## src/rtl/lsq_ovl_pkg.sv

```systemverilog
package lsq_ovl_pkg;
  localparam int WIN_LG    = 4;
  localparam int WIN_BYTES = 1 << WIN_LG;

  typedef logic [WIN_BYTES-1:0] bmap_t;
endpackage

```

## src/rtl/lsq_byte_map.sv

```systemverilog
module lsq_byte_map
  import lsq_ovl_pkg::*;
#(
  parameter int LEN_W   = 4,
  parameter int MAX_LEN = 8
) (
  input  logic [WIN_LG-1:0] off_i,
  input  logic [LEN_W-1:0]  len_i,
  output bmap_t             lo_o,
  output bmap_t             hi_o
);
  localparam int WIDE_W = WIN_BYTES + MAX_LEN;

  logic [LEN_W-1:0]   eff_len;
  logic [MAX_LEN-1:0] unary;
  logic [WIDE_W-1:0]  wide;

  always_comb begin
    if (len_i == '0 || len_i > LEN_W'(MAX_LEN)) eff_len = LEN_W'(MAX_LEN);
    else                                        eff_len = len_i;
  end

  always_comb begin
    for (int k = 0; k < MAX_LEN; k++) unary[k] = (k < int'(eff_len));
  end

  // bits past the window belong to index+1
  assign wide = {{WIN_BYTES{1'b0}}, unary} << off_i;
  assign lo_o = wide[WIN_BYTES-1:0];
  assign hi_o = bmap_t'(wide[WIDE_W-1:WIN_BYTES]);
endmodule

```

## src/rtl/lsq_entry_slot.sv

```systemverilog
module lsq_entry_slot #(
  parameter int ADDR_W = 10,
  parameter int LEN_W  = 4
) (
  input  logic              clk_i,
  input  logic              rst_ni,
  input  logic              set_i,
  input  logic              clr_i,
  input  logic [ADDR_W-1:0] addr_i,
  input  logic [LEN_W-1:0]  len_i,
  output logic              act_o,
  output logic [ADDR_W-1:0] addr_o,
  output logic [LEN_W-1:0]  len_o
);
  logic load;
  assign load = set_i & ~clr_i;

  always_ff @(posedge clk_i or negedge rst_ni) begin
    if (!rst_ni) begin
      act_o <= 1'b0;
    end else if (clr_i) begin
      act_o <= 1'b0;
    end else if (set_i) begin
      act_o <= 1'b1;
    end
  end

  always_ff @(posedge clk_i or negedge rst_ni) begin
    if (!rst_ni) begin
      addr_o <= '0;
      len_o  <= '0;
    end else if (load) begin
      addr_o <= addr_i;
      len_o  <= len_i;
    end
  end
endmodule

```

## src/rtl/lsq_pair_cmp.sv

```systemverilog
module lsq_pair_cmp
  import lsq_ovl_pkg::*;
#(
  parameter int IDX_W = 6
) (
  input  logic [IDX_W-1:0] idx_a_i,
  input  bmap_t            lo_a_i,
  input  bmap_t            hi_a_i,
  input  logic [IDX_W-1:0] idx_b_i,
  input  bmap_t            lo_b_i,
  input  bmap_t            hi_b_i,
  output logic             hit_o
);
  logic [IDX_W-1:0] nxt_a, nxt_b;
  logic             h_ll, h_lh, h_hl, h_hh;

  assign nxt_a = idx_a_i + 1'b1;
  assign nxt_b = idx_b_i + 1'b1;

  assign h_ll = (idx_a_i == idx_b_i) && |(lo_a_i & lo_b_i);
  assign h_lh = (idx_a_i == nxt_b)   && |(lo_a_i & hi_b_i);
  assign h_hl = (nxt_a == idx_b_i)   && |(hi_a_i & lo_b_i);
  assign h_hh = (nxt_a == nxt_b)     && |(hi_a_i & hi_b_i);

  assign hit_o = h_ll | h_lh | h_hl | h_hh;
endmodule

```

## src/rtl/lsq_overlap_det.sv

```systemverilog
module lsq_overlap_det
  import lsq_ovl_pkg::*;
#(
  parameter int N_ENT   = 3,
  parameter int ADDR_W  = 10,
  parameter int LEN_W   = 4,
  parameter int MAX_LEN = 8
) (
  input  logic                     clk_i,
  input  logic                     rst_ni,
  input  logic [N_ENT*ADDR_W-1:0]  addr_i,
  input  logic [N_ENT*LEN_W-1:0]   len_i,
  input  logic [N_ENT-1:0]         set_i,
  input  logic [N_ENT-1:0]         clr_i,
  output logic [N_ENT-1:0]         nocf_o,
  output logic [N_ENT*N_ENT-1:0]   nocf_mat_o
);
  localparam int IDX_W = ADDR_W - WIN_LG;

  logic [N_ENT-1:0]  act;
  logic [ADDR_W-1:0] addr_q [N_ENT];
  logic [LEN_W-1:0]  len_q  [N_ENT];
  logic [IDX_W-1:0]  idx    [N_ENT];
  bmap_t             lo_m   [N_ENT];
  bmap_t             hi_m   [N_ENT];
  logic              conf   [N_ENT][N_ENT];

  for (genvar g = 0; g < N_ENT; g++) begin : g_ent
    lsq_entry_slot #(
      .ADDR_W(ADDR_W),
      .LEN_W (LEN_W)
    ) u_slot (
      .clk_i (clk_i),
      .rst_ni(rst_ni),
      .set_i (set_i[g]),
      .clr_i (clr_i[g]),
      .addr_i(addr_i[g*ADDR_W +: ADDR_W]),
      .len_i (len_i[g*LEN_W +: LEN_W]),
      .act_o (act[g]),
      .addr_o(addr_q[g]),
      .len_o (len_q[g])
    );

    assign idx[g] = addr_q[g][ADDR_W-1:WIN_LG];

    lsq_byte_map #(
      .LEN_W  (LEN_W),
      .MAX_LEN(MAX_LEN)
    ) u_map (
      .off_i(addr_q[g][WIN_LG-1:0]),
      .len_i(len_q[g]),
      .lo_o (lo_m[g]),
      .hi_o (hi_m[g])
    );
  end

  // one comparator per unordered pair; lower triangle mirrors it
  for (genvar i = 0; i < N_ENT; i++) begin : g_row
    for (genvar j = 0; j < N_ENT; j++) begin : g_col
      if (i < j) begin : g_cmp
        lsq_pair_cmp #(
          .IDX_W(IDX_W)
        ) u_cmp (
          .idx_a_i(idx[i]),
          .lo_a_i (lo_m[i]),
          .hi_a_i (hi_m[i]),
          .idx_b_i(idx[j]),
          .lo_b_i (lo_m[j]),
          .hi_b_i (hi_m[j]),
          .hit_o  (conf[i][j])
        );
      end else if (i > j) begin : g_mir
        assign conf[i][j] = conf[j][i];
      end else begin : g_diag
        assign conf[i][j] = 1'b0;
      end
    end
  end

  always_comb begin
    for (int i = 0; i < N_ENT; i++) begin
      for (int j = 0; j < N_ENT; j++) begin
        nocf_mat_o[i*N_ENT+j] = act[i] & act[j] & ~conf[i][j];
      end
    end
  end

  always_comb begin
    logic hit;
    for (int i = 0; i < N_ENT; i++) begin
      hit = 1'b0;
      for (int j = 0; j < N_ENT; j++) begin
        if (j != i) hit = hit | (act[j] & conf[i][j]);
      end
      nocf_o[i] = act[i] & ~hit;
    end
  end
endmodule

```

## config.mk

```make
export PLATFORM = sky130hd
export DESIGN_NAME = lsq_overlap_det
export DESIGN_NICKNAME = d
export VERILOG_FILES = /design/src/rtl/lsq_ovl_pkg.sv /design/src/rtl/lsq_byte_map.sv /design/src/rtl/lsq_entry_slot.sv /design/src/rtl/lsq_pair_cmp.sv /design/src/rtl/lsq_overlap_det.sv
export SDC_FILE = /design/constraint.sdc
export NUM_CORES = 1
export LEC_CHECK = 0
export BUFFER_PORTS_ARGS = -buffer_cell sky130_fd_sc_hd__buf_2
export CORE_UTILIZATION = 60
export CTS_CLUSTER_DIAMETER = 30
export DETAILED_ROUTE_END_ITERATION = 6
export PLACE_DENSITY = 0.84
export SLEW_MARGIN = 20
export SYNTH_ARGS = -nofsm -noshare
export SYNTH_HDL_FRONTEND = slang
export SYNTH_SLANG_ARGS = --single-unit
```

## constraint.sdc

```tcl
create_clock -name clk_i -period 7.2 [get_ports clk_i]
set_input_delay 2.16 -clock clk_i [delete_from_list [all_inputs] [get_ports clk_i]]
set_output_delay 2.16 -clock clk_i [all_outputs]
set_load 0.1 [all_outputs]
```

==> metrics.md, run 1 <==
| Metric | Value |
|---|---|
| Critical path type | `reg2out` |
| Highest Clock Rate | `0.151 GHz` |
| Hold Buf Count CTS | `0` |
| Starting Density | `62.7%` |
| Critical R2R Capture | `g_ent[1].u_slot.addr_o[2]` |
| RSZ-0062 raised after global routing | `no` |
| Min-Delay Path Class | `reg2reg` |
| Slowest-stage cell, CP | `dfrtp_1` |
| Worst path max stage delay | `0.89 ns` |
| Post-synthesis sequential area ratio | `21.5%` |
| Reg2Reg Depth | `2` |
| ANT nets after route | `0` |
| WL/cell | `21.3 um` |
| Final wirelength | `16.7 mm` |
| Minimum clock period | `6.60 ns` |
| Final setup fails | `0` |
| Final worst-path cycle share | `91.7%` |
| Flops & latches, synth | `45` |
| Reg power frac | `29.4%` |
| Largest net degree at the start of global routing | `46` |
| Die Span X | `95.4 um` |
| Gr ovfl total | `0` |
| Die area | `9100 sq um` |
| EDFF count, synth | `0` |
| Crit end category | `output pin` |
| R2R Setup Slk | `5.36 ns` |
| Initial antenna violation count | `0` |
| DR DRC count | `0` |
| Cell Rows | `33` |
| P_sw | `668 uW` |
| Synth cell types | `79` |
| Max Cap Viol | `0` |
| Crit-path max FO | `23` |
| Cells on Worst Hold Path | `2` |
| Hold Crit Start | `g_ent[2].u_slot.act_o` |
| Maximum clock path buffer count | `2` |
| DR pass1 iterations | `6` |
| Req. time, crit path | `5.04 ns` |
| Combinational power share | `53.6%` |
| Crit path buf inv count | `2` |
| Num ports | `62` |
| PwrDens | `251 nW/um^2` |
| Post-Syn Nets | `720` |
| Syn Inst Count | `667` |
| Post_cts resized | `0` |
| Number of vias per cell | `7.07` |
| ANT cells | `0` |
| Rel. slew slack | `39.4%` |
| Crit-path cells | `clkinv_1 > a21oi_1 > a211oi_1 > o2bb2ai_1 > a2111oi_0 > or4_1 > o211ai_2 > a221oi_1 > buf_2` |
| CTS tree | `yes` |
| CTS sink cnt | `45` |
| Area delta synth->final | `5.67%` |
| Number of global-route vias before repair | `4922` |
| Ys Warns | `0` |
| RD Place Congestion | `1.09` |
| Sw frac | `48.1%` |
| Layout cells sized above 1 | `19.4%` |
| Clk_lat worst skew | `0.30 ns` |
| GR Util All Layers | `38.1%` |
| Layout Cells excl Fill | `782` |
| Register area | `1130 sq um` |
| DP HPWL | `12.5 mm` |
| Synth Cell Area | `5230 sq um` |
| CP Launch Type | `flop` |
| Crit path DAT | `4.44 ns` |
| Prevailing post-synth register cell | `dfrtp_1` |
| Final net count | `729` |
| Iter 0 DRT Violations | `677` |
| Asr flop ratio synth | `100%` |
| Max-slew violation count | `0` |
| Fin Setup TNS | `0 ns` |
| Hold Path End | `g_ent[2].u_slot.act_o` |
| Syn_area_per_cell | `7.84 sq um` |
| R2r startpoint | `g_ent[1].u_slot.addr_o[2]` |
| CTS H-tree lvls | `2` |
| Die H | `95.4 um` |
| Maximum vdd ir drop | `0.162 mV` |
| Filler Cells Inserted | `717` |
| CTS root buffer | `clkbuf_8` |
| First-pass GRT wire length | `26.6 mm` |
| Clock network fraction of design power | `17.0%` |
| Fin. Hold Viols | `0` |
| Cell Int Power | `722 uW` |
| Input/output buffers | `61` |
| Post-CTS setup buffers | `0` |
| Clock Skew | `0 ns` |
| Final worst slack | `0.596 ns` |
| P_leak | `0.00212 uW` |
| Delay-heaviest family, CP | `compound AO/OA/AOI/OAI gates` |
| Place WS | `1.22 ns` |
| Multi-input gate area | `3740 sq um` |
| Core area | `8340 sq um` |
| Post-layout util | `66.3%` |
| PnR Total Power | `1390 uW` |
| DR vias | `5528` |
| Clock transition at the registers of the reported paths | `0.09 ns` |
| Status | `completed` |
| Cts bufs inserted | `5` |
| Actual slew at the worst max-slew pin | `0.904 ns` |
| Post-Place Cells | `774` |
power by group through the flow:
stage          combinational (uW)  sequential (uW)  clock, uW
2_1_floorplan                 641              318          0
3_3_place_gp                  714              406          0
3_5_place_dp                  717              409          0
4_1_cts                       720              404        239
5_1_grt                       798              418        250
6_report                      745              409        236
registers in the layout (all words and copies together), names as in the netlist:
signal / cells
g_ent.u_slot.addr_o: 30
g_ent.u_slot.len_o: 12
g_ent.u_slot.act_o: 3
how the worst max path moves through the flow:
stage / start / to / slack, ns / depth (start not counted)
2_1_floorplan: g_ent[2].u_slot.len_o[1] / nocf_mat_o[7] / 0.30 / 10
3_3_place_gp: g_ent[1].u_slot.addr_o[2] / nocf_o[1] / 1.06 / 9
3_5_place_dp: g_ent[1].u_slot.addr_o[2] / nocf_o[0] / 1.22 / 9
4_1_cts: g_ent[1].u_slot.addr_o[2] / nocf_o[0] / 0.86 / 9
5_1_grt: g_ent[1].u_slot.addr_o[2] / nocf_o[0] / 0.59 / 9
6_report: g_ent[1].u_slot.addr_o[2] / nocf_o[0] / 0.60 / 9
tightest hold or removal path, stage by stage, from the launching register on:
cell     delay, ns
dfrtp_1       0.42
nor2_1        0.07
nor2_1        0.07
synthesized netlist by cell type, types with 5 or more instances:
cell type   n  share of area [%]
a211oi_1    5               0.72
a21o_1      8                1.1
a21oi_1    30                2.9
a221oi_1    5               0.84
a22oi_1     6               0.86
a31oi_1     9                1.1
and2_1      6               0.72
and3_1      7               0.84
buf_2      11                1.1
buf_4       9                1.3
clkbuf_1   35                2.5
dfrtp_1    45                 22
inv_1      16                1.1
mux2_2     35                7.5
mux2i_1    11                2.1
nand2_1    51                3.7
nand2b_1    9                1.1
nand3_1    26                2.5
nand3b_1    5               0.72
nand4_1    11                1.3
nor2_1     50                3.6
nor2b_1     7               0.84
nor3_1     22                2.1
nor4_1      8               0.96
o211ai_1   12                1.7
o21ai_0    34                3.3
o22ai_1    17                2.0
o2bb2ai_1   5               0.84
o31ai_1     7                1.0
or2_2       8               0.96
or3_1       5               0.60
xnor2_1    43                7.2
xor2_1     22                3.7
cell families after synthesis:
| logic type | share of synthesized area, % |
|---|---|
| and+or+nand+nor | 23.1 |
| AOI/OAI and AO/OA | 27.2 |
| buffers and inverters | 7.01 |
| xor gates and xnor gates | 10.9 |
| muxes | 9.64 |
| DFF | 21.5 |
| adders and majority gates | 0.717 |
cell usage in the layout (no fill, tap or decap), types with 7 or more instances in the layout:
master    instances
xnor2_1          43
nand2_1          51
mux2_2           35
nor3_1           22
nor2b_1           7
inv_1            16
nand3_1          26
nand4_1          11
o22ai_1          17
buf_2            60
nor2_1           50
nand2b_1          9
nor4_1            8
a21o_1            8
o211ai_1         12
and3_1            7
o31ai_1           7
or2_2             8
a21oi_1          30
mux2i_1          11
dfrtp_1          45
a31oi_1           9
o21ai_0          34
xor2_1           22
metal layers:
metal / global-route usage, % / share of wire [%] / vias up
li1: - / - / 2497
met1: 52.6 / 40 / 2606
met2: 59.9 / 47 / 351
met3: 5.90 / 9.2 / 74
met4: 14.2 / 3.5 / 0
met5: 0 / 0 / -
cell type report:
class	count	share of cell area, %
clock buffers	5	1.24
clock inverters	3	1.24
inverters	17	1.15
multi-input cells	543	67.6
flip-flops and latches	45	20.4
well taps	105	2.38
repair buffers	64	5.97
metrics by stage:
| stage | hold slack, ns | instance area, sq um |
|---|---|---|
| after global routing | 0.646 | 5530 |
| after global placement | 0.548 | 5390 |
| after detailed placement | 0.559 | 5390 |
| after floorplan | 0.526 | 5230 |
| final | 0.587 | 5530 |
| after CTS | 0.580 | 5530 |
(Power assumes the default switching activity.)
==> inputs of run 2 (changes only) <==
--- a/config.mk
+++ b/config.mk
@@ -6,10 +6,12 @@
 export NUM_CORES = 1
 export LEC_CHECK = 0
 export BUFFER_PORTS_ARGS = -buffer_cell sky130_fd_sc_hd__buf_2
+export CORE_MARGIN = 2
 export CORE_UTILIZATION = 60
+export CTS_BUF_LIST = sky130_fd_sc_hd__clkbuf_16
 export CTS_CLUSTER_DIAMETER = 30
 export DETAILED_ROUTE_END_ITERATION = 6
-export PLACE_DENSITY = 0.84
+export PLACE_DENSITY = 0.82
 export SLEW_MARGIN = 20
 export SYNTH_ARGS = -nofsm -noshare
 export SYNTH_HDL_FRONTEND = slang
==> run 2 against run 1 <==
- non-clock buffer count rose by 1
- maximum frequency grew 4.0%
- flip-flop and latch count unchanged
- sequential power shrank 1%
- cell count up 0.51%
- sequential share of layout area is 0.25 points lower
- largest cell class unchanged
- worst setup slack improved by 0.26 ns
- critical path type unchanged
- clock-buffer cell count unchanged
- worst hold slack got worse by 0.0043 ns
- final area grew 1.2%
==> metrics.md, run 2 (synthesis gave the netlist of run 1 again) <==
| Metric | Value |
|---|---|
| RSZ-0062 raised after global routing | `no` |
| Max Cap Viol | `0` |
| Maximum vdd ir drop | `0.162 mV` |
| Final net count | `730` |
| DR DRC count | `0` |
| Post-layout util | `65.1%` |
| First-pass GRT wire length | `27.5 mm` |
| CTS tree | `yes` |
| Crit path DAT | `4.19 ns` |
| Min Hold Slack | `0.583 ns` |
| Crit path buf inv count | `2` |
| Clk_lat worst skew | `0.28 ns` |
| Iter 0 DRT Violations | `560` |
| GR Util All Layers | `35.7%` |
| Highest Clock Rate | `0.158 GHz` |
| Max reg flops | `30` |
| Number of global-route vias before repair | `5167` |
| CP Launch Type | `flop` |
| Gr ovfl total | `0` |
| Met2 wire length | `7.72 mm` |
| ANT nets after route | `0` |
| Delay-heaviest family, CP | `compound AO/OA/AOI/OAI gates` |
| Post-CTS setup buffers | `0` |
| Post_cts resized | `0` |
| Hold Buf Count CTS | `0` |
| RD Place Congestion | `1.04` |
| Area delta synth->final | `6.96%` |
| Largest net degree at the start of global routing | `46` |
| Final wirelength | `16.8 mm` |
| Hold Crit Start | `g_ent[0].u_slot.act_o` |
| DP HPWL | `12.7 mm` |
| Core area | `8590 sq um` |
| Crit-path max FO | `23` |
| Slowest-stage cell, CP | `dfrtp_1` |
| Most frequent cells in the layout | `buf_2, nand2_1, nor2_1` |
| WL/cell | `21.4 um` |
| Top Registers | `g_ent.u_slot.addr_o: 30 flops, g_ent.u_slot.len_o: 12 flops, g_ent.u_slot.act_o: 3 flops` |
| PwrDens | `261 nW/um^2` |
| Actual slew at the worst max-slew pin | `0.933 ns` |
| Maximum clock path buffer count | `2` |
| Die Span X | `97.4 um` |
| Met1 Routed Length | `6.91 mm` |
| Clock Skew | `0 ns` |
| CTS sink cnt | `45` |
| CTS H-tree lvls | `2` |
| R2r startpoint | `g_ent[1].u_slot.addr_o[2]` |
| DR vias | `5518` |
| Cell Rows | `34` |
| DR pass1 iterations | `5` |
| ANT cells | `0` |
| Crit-path cells | `clkinv_1 > a21oi_1 > a211oi_1 > o2bb2ai_1 > a2111oi_0 > or4_1 > o211ai_2 > a221oi_1 > buf_2` |
| Starting Density | `60.9%` |
| Fin. Hold Viols | `0` |
| Clock transition at the registers of the reported paths | `0.07 ns` |
| Max-slew violation count | `0` |
| Worst path max stage delay | `0.87 ns` |
| Die H | `97.4 um` |
| Commonest non-fill, non-tap cell in the layout | `buf_2` |
| Status | `completed` |
| Final worst-path cycle share | `88.2%` |
| Min-Delay Path Class | `reg2reg` |
| Req. time, crit path | `5.04 ns` |
| Rel. slew slack | `37.3%` |
| Initial antenna violation count | `0` |
| CTS root buffer | `clkbuf_16` |
| Die area | `9480 sq um` |
| Critical path type | `reg2out` |
| Metal3 WL | `1.46 mm` |
| Highest Signal Layer | `met4` |
| Input/output buffers | `61` |
| Num ports | `62` |
| Setup crit start | `g_ent[1].u_slot.addr_o[2]` |
| P_leak | `0.00215 uW` |
| Cts bufs inserted | `5` |
| Final setup fails | `0` |
| Fin Setup TNS | `0 ns` |
| Layout cells sized above 1 | `19.5%` |
| Crit end category | `output pin` |
| Top reg by flops | `g_ent.u_slot.addr_o` |
| Number of vias per cell | `7.02` |
| PnR Total Power | `1460 uW` |
| Minimum clock period | `6.35 ns` |
[run 2: worst min-delay path, stage by stage, from the launching register on]
cell,delay (ns)
dfrtp_1,0.41
nor2_1,0.07
nor2_1,0.07
[run 2: metal layers]
| metal | global-route usage, % | vias to the layer above |
|---|---|---|
| met5 | 0 | - |
| met4 | 15.8 | 0 |
| met3 | 5.32 | 81 |
| met2 | 56.8 | 360 |
| met1 | 48.2 | 2566 |
| li1 | - | 2511 |
[run 2: path summary, 6_finish.rpt]
path | depth (start not counted) | slack [ns] | end
worst min-delay path | 2 | 0.58 | g_ent[0].u_slot.act_o
min in group asynchronous | 1 | 1.87 | g_ent[1].u_slot.addr_o[3]
worst max register to register | 2 | 5.40 | g_ent[1].u_slot.addr_o[2]
worst max-delay path | 9 | 0.85 | nocf_o[0]
max in group asynchronous | 1 | 4.93 | g_ent[2].u_slot.len_o[2]
worst min register to register | 2 | 0.58 | g_ent[0].u_slot.act_o
[run 2: final cells by class]
class | count | area [sq um]
clock buffer | 5 | 125
clock inverter | 3 | 68.8
fill | 701 | 3000
inverter | 17 | 63.8
multi-input combinational | 543 | 3740
sequential | 45 | 1130
tap | 108 | 135
timing repair buffer | 65 | 338
[run 2: per-stage QoR]
stage | area (sq um) | cells | setup WS, ns
after floorplan | 5230 | 667 | 0.305
after global placement | 5400 | 778 | 1.22
after detailed placement | 5400 | 778 | 1.23
after CTS | 5590 | 786 | 0.905
after global routing | 5600 | 786 | 0.559
final | 5600 | 786 | 0.852
[run 2: power by group]
part,switching (uW),internal (uW)
sequential,118,286
combinational,458,297
clock,102,200
total,678,784
==> inputs of run 3 (changes only) <==
==> constraint.sdc (replaced) <==
create_clock -name clk_i -period 7.2 [get_ports clk_i]
set_input_delay 2.16 -clock clk_i [delete_from_list [all_inputs] [get_ports clk_i]]
set_output_delay 2.16 -clock clk_i [all_outputs]
set_load 0.05 [all_outputs]
==> run 3 against run 2 <==
- clock-buffer cell count is the same
- flip-flop and latch count is the same
- sequential power grew 1%
- worst setup slack gained 0.15 ns
- sequential share of layout area grew 0.068 points
- clock skew is the same
- total power shrank 2.5%
- register-to-register slack lost 0.05 ns
- combinational power shrank 2%
- critical path type unchanged
==> metrics.md, run 3 (synthesis gave the netlist of run 1 again) <==
| Metric | Value |
|---|---|
| Status | `completed` |
| Die area | `9480 sq um` |
| Top Registers | `g_ent.u_slot.addr_o: 30 flops, g_ent.u_slot.len_o: 12 flops, g_ent.u_slot.act_o: 3 flops` |
| RD Place Congestion | `1.10` |
| R2r startpoint | `g_ent[1].u_slot.addr_o[2]` |
| WL/cell | `21.7 um` |
| Min-Delay Path Class | `reg2reg` |
| Critical path type | `reg2out` |
| Clock transition at the registers of the reported paths | `0.07 ns` |
| Die Span X | `97.4 um` |
| Core area | `8590 sq um` |
| Starting Density | `60.9%` |
| Hold Crit Start | `g_ent[0].u_slot.act_o` |
| P_leak | `0.00214 uW` |
| Min Hold Slack | `0.577 ns` |
| Cells on Worst Hold Path | `2` |
| PnR Total Power | `1430 uW` |
| Maximum vdd ir drop | `0.189 mV` |
| DR DRC count | `0` |
| Max reg flops | `30` |
| Minimum clock period | `6.20 ns` |
| Clk_lat worst skew | `0.28 ns` |
| Gr ovfl total | `0` |
| Filler Cells Inserted | `734` |
| Sw frac | `47.3%` |
| DR vias | `5525` |
| Actual slew at the worst max-slew pin | `0.969 ns` |
| CP Launch Type | `flop` |
| Iter 0 DRT Violations | `685` |
| RSZ-0062 raised after global routing | `no` |
| Max-slew violation count | `0` |
| Rel. slew slack | `34.8%` |
| Multi-input gate area | `3740 sq um` |
| Number of vias per cell | `7.02` |
| Cts bufs inserted | `5` |
| CTS tree | `yes` |
| Fin. Hold Viols | `0` |
| Critical R2R Capture | `g_ent[1].u_slot.addr_o[2]` |
| Post_cts resized | `0` |
| Top reg by flops | `g_ent.u_slot.addr_o` |
| Post-CTS setup buffers | `0` |
| Final net count | `730` |
| DP HPWL | `12.9 mm` |
| CTS H-tree lvls | `2` |
| Crit path DAT | `4.04 ns` |
| Initial antenna violation count | `0` |
| Layout cells sized above 1 | `19.5%` |
| R2R Setup Slk | `5.35 ns` |
| Input/output buffers | `61` |
| Highest Clock Rate | `0.161 GHz` |
| Clock Skew | `0 ns` |
| Number of global-route vias before repair | `5154` |
| Hold Buf Count CTS | `0` |
| Combinational power share | `51.8%` |
| Reg2Reg Depth | `2` |
| Most frequent cells in the layout | `buf_2, nand2_1, nor2_1` |
| Hold Path End | `g_ent[0].u_slot.act_o` |
| DR pass1 iterations | `6` |
| Final worst-path cycle share | `86.0%` |
| Area delta synth->final | `6.60%` |
| Register area | `1130 sq um` |
| PwrDens | `255 nW/um^2` |
| Post-layout util | `64.9%` |
| Crit end category | `output pin` |
| Fin Setup TNS | `0 ns` |
| First-pass GRT wire length | `27.6 mm` |
| Crit-path max FO | `23` |
| Num ports | `62` |
| Die H | `97.4 um` |
| Cell Int Power | `751 uW` |
| Maximum clock path buffer count | `2` |
| Commonest non-fill, non-tap cell in the layout | `buf_2` |
| Max Cap Viol | `0` |
| Req. time, crit path | `5.04 ns` |
| Largest net degree at the start of global routing | `46` |
| ANT nets after route | `0` |
| CTS root buffer | `clkbuf_16` |
| Clock network fraction of design power | `19.6%` |
| P_sw | `674 uW` |
| Cell Rows | `34` |
| GR Util All Layers | `35.8%` |
| Final setup fails | `0` |
| Reg power frac | `28.7%` |
| CTS sink cnt | `45` |
| Final wirelength | `17.1 mm` |
==> run 3: area by class of cell <==
| class | count | share of cell area (%) |
|---|---|---|
| Antenna cell | 1 | 0.0449 |
| Clock buffer | 5 | 2.24 |
| Sequential cell | 45 | 20.2 |
| Timing Repair Buffer | 65 | 6.06 |
| Inverter | 17 | 1.14 |
| Multi-Input combinational cell | 543 | 67.0 |
| Clock inverter | 3 | 0.852 |
| Tap cell | 108 | 2.42 |
==> run 3: worst max-delay path, cell delays in order (launching register included) <==
cell	delay [ns]
dfrtp_1	0.91
clkinv_1	0.55
a21oi_1	0.35
a211oi_1	0.14
o2bb2ai_1	0.19
a2111oi_0	0.62
or4_1	0.21
o211ai_2	0.13
a221oi_1	0.32
buf_2	0.31
==> run 3: per-layer routing <==
| layer | global-route usage, % | share of wire [%] | vias up | routed length (um) |
|---|---|---|---|---|
| li1 | - | - | 2503 | - |
| met2 | 58.2 | 47 | 364 | 7970 |
| met3 | 4.39 | 9.0 | 79 | 1530 |
| met5 | 0 | 0 | - | 0 |
| met1 | 48.8 | 40 | 2579 | 6870 |
| met4 | 13.4 | 4.3 | 0 | 735 |
==> run 3: worst max path at each step <==
stage,startpoint,endpoint,slack [ns],depth (start not counted)
finish,g_ent[1].u_slot.addr_o[2],nocf_o[1],1.00,9
global route,g_ent[1].u_slot.addr_o[2],nocf_o[1],0.86,9
CTS,g_ent[1].u_slot.addr_o[2],nocf_o[1],1.13,9
detailed placement,g_ent[1].u_slot.addr_o[2],nocf_o[1],1.46,9
global placement,g_ent[1].u_slot.addr_o[2],nocf_o[1],1.41,9
floorplan,g_ent[2].u_slot.len_o[1],nocf_mat_o[7],1.48,10
==> run 3: stage by stage <==
stage	instance area, sq um	cells	worst slack [ns]
6_report	5580	787	1.00
4_1_cts	5570	786	1.13
5_1_grt	5580	786	0.858
3_5_place_dp	5400	778	1.46
2_1_floorplan	5230	667	1.48
3_3_place_gp	5400	778	1.41
==> run 3: power by group through the flow <==
stage	clock [uW]	combinational (uW)	sequential (uW)
3_3_place_gp	0	709	404
3_5_place_dp	0	708	409
5_1_grt	289	787	419
2_1_floorplan	0	624	318
6_report	279	738	408
4_1_cts	278	712	404
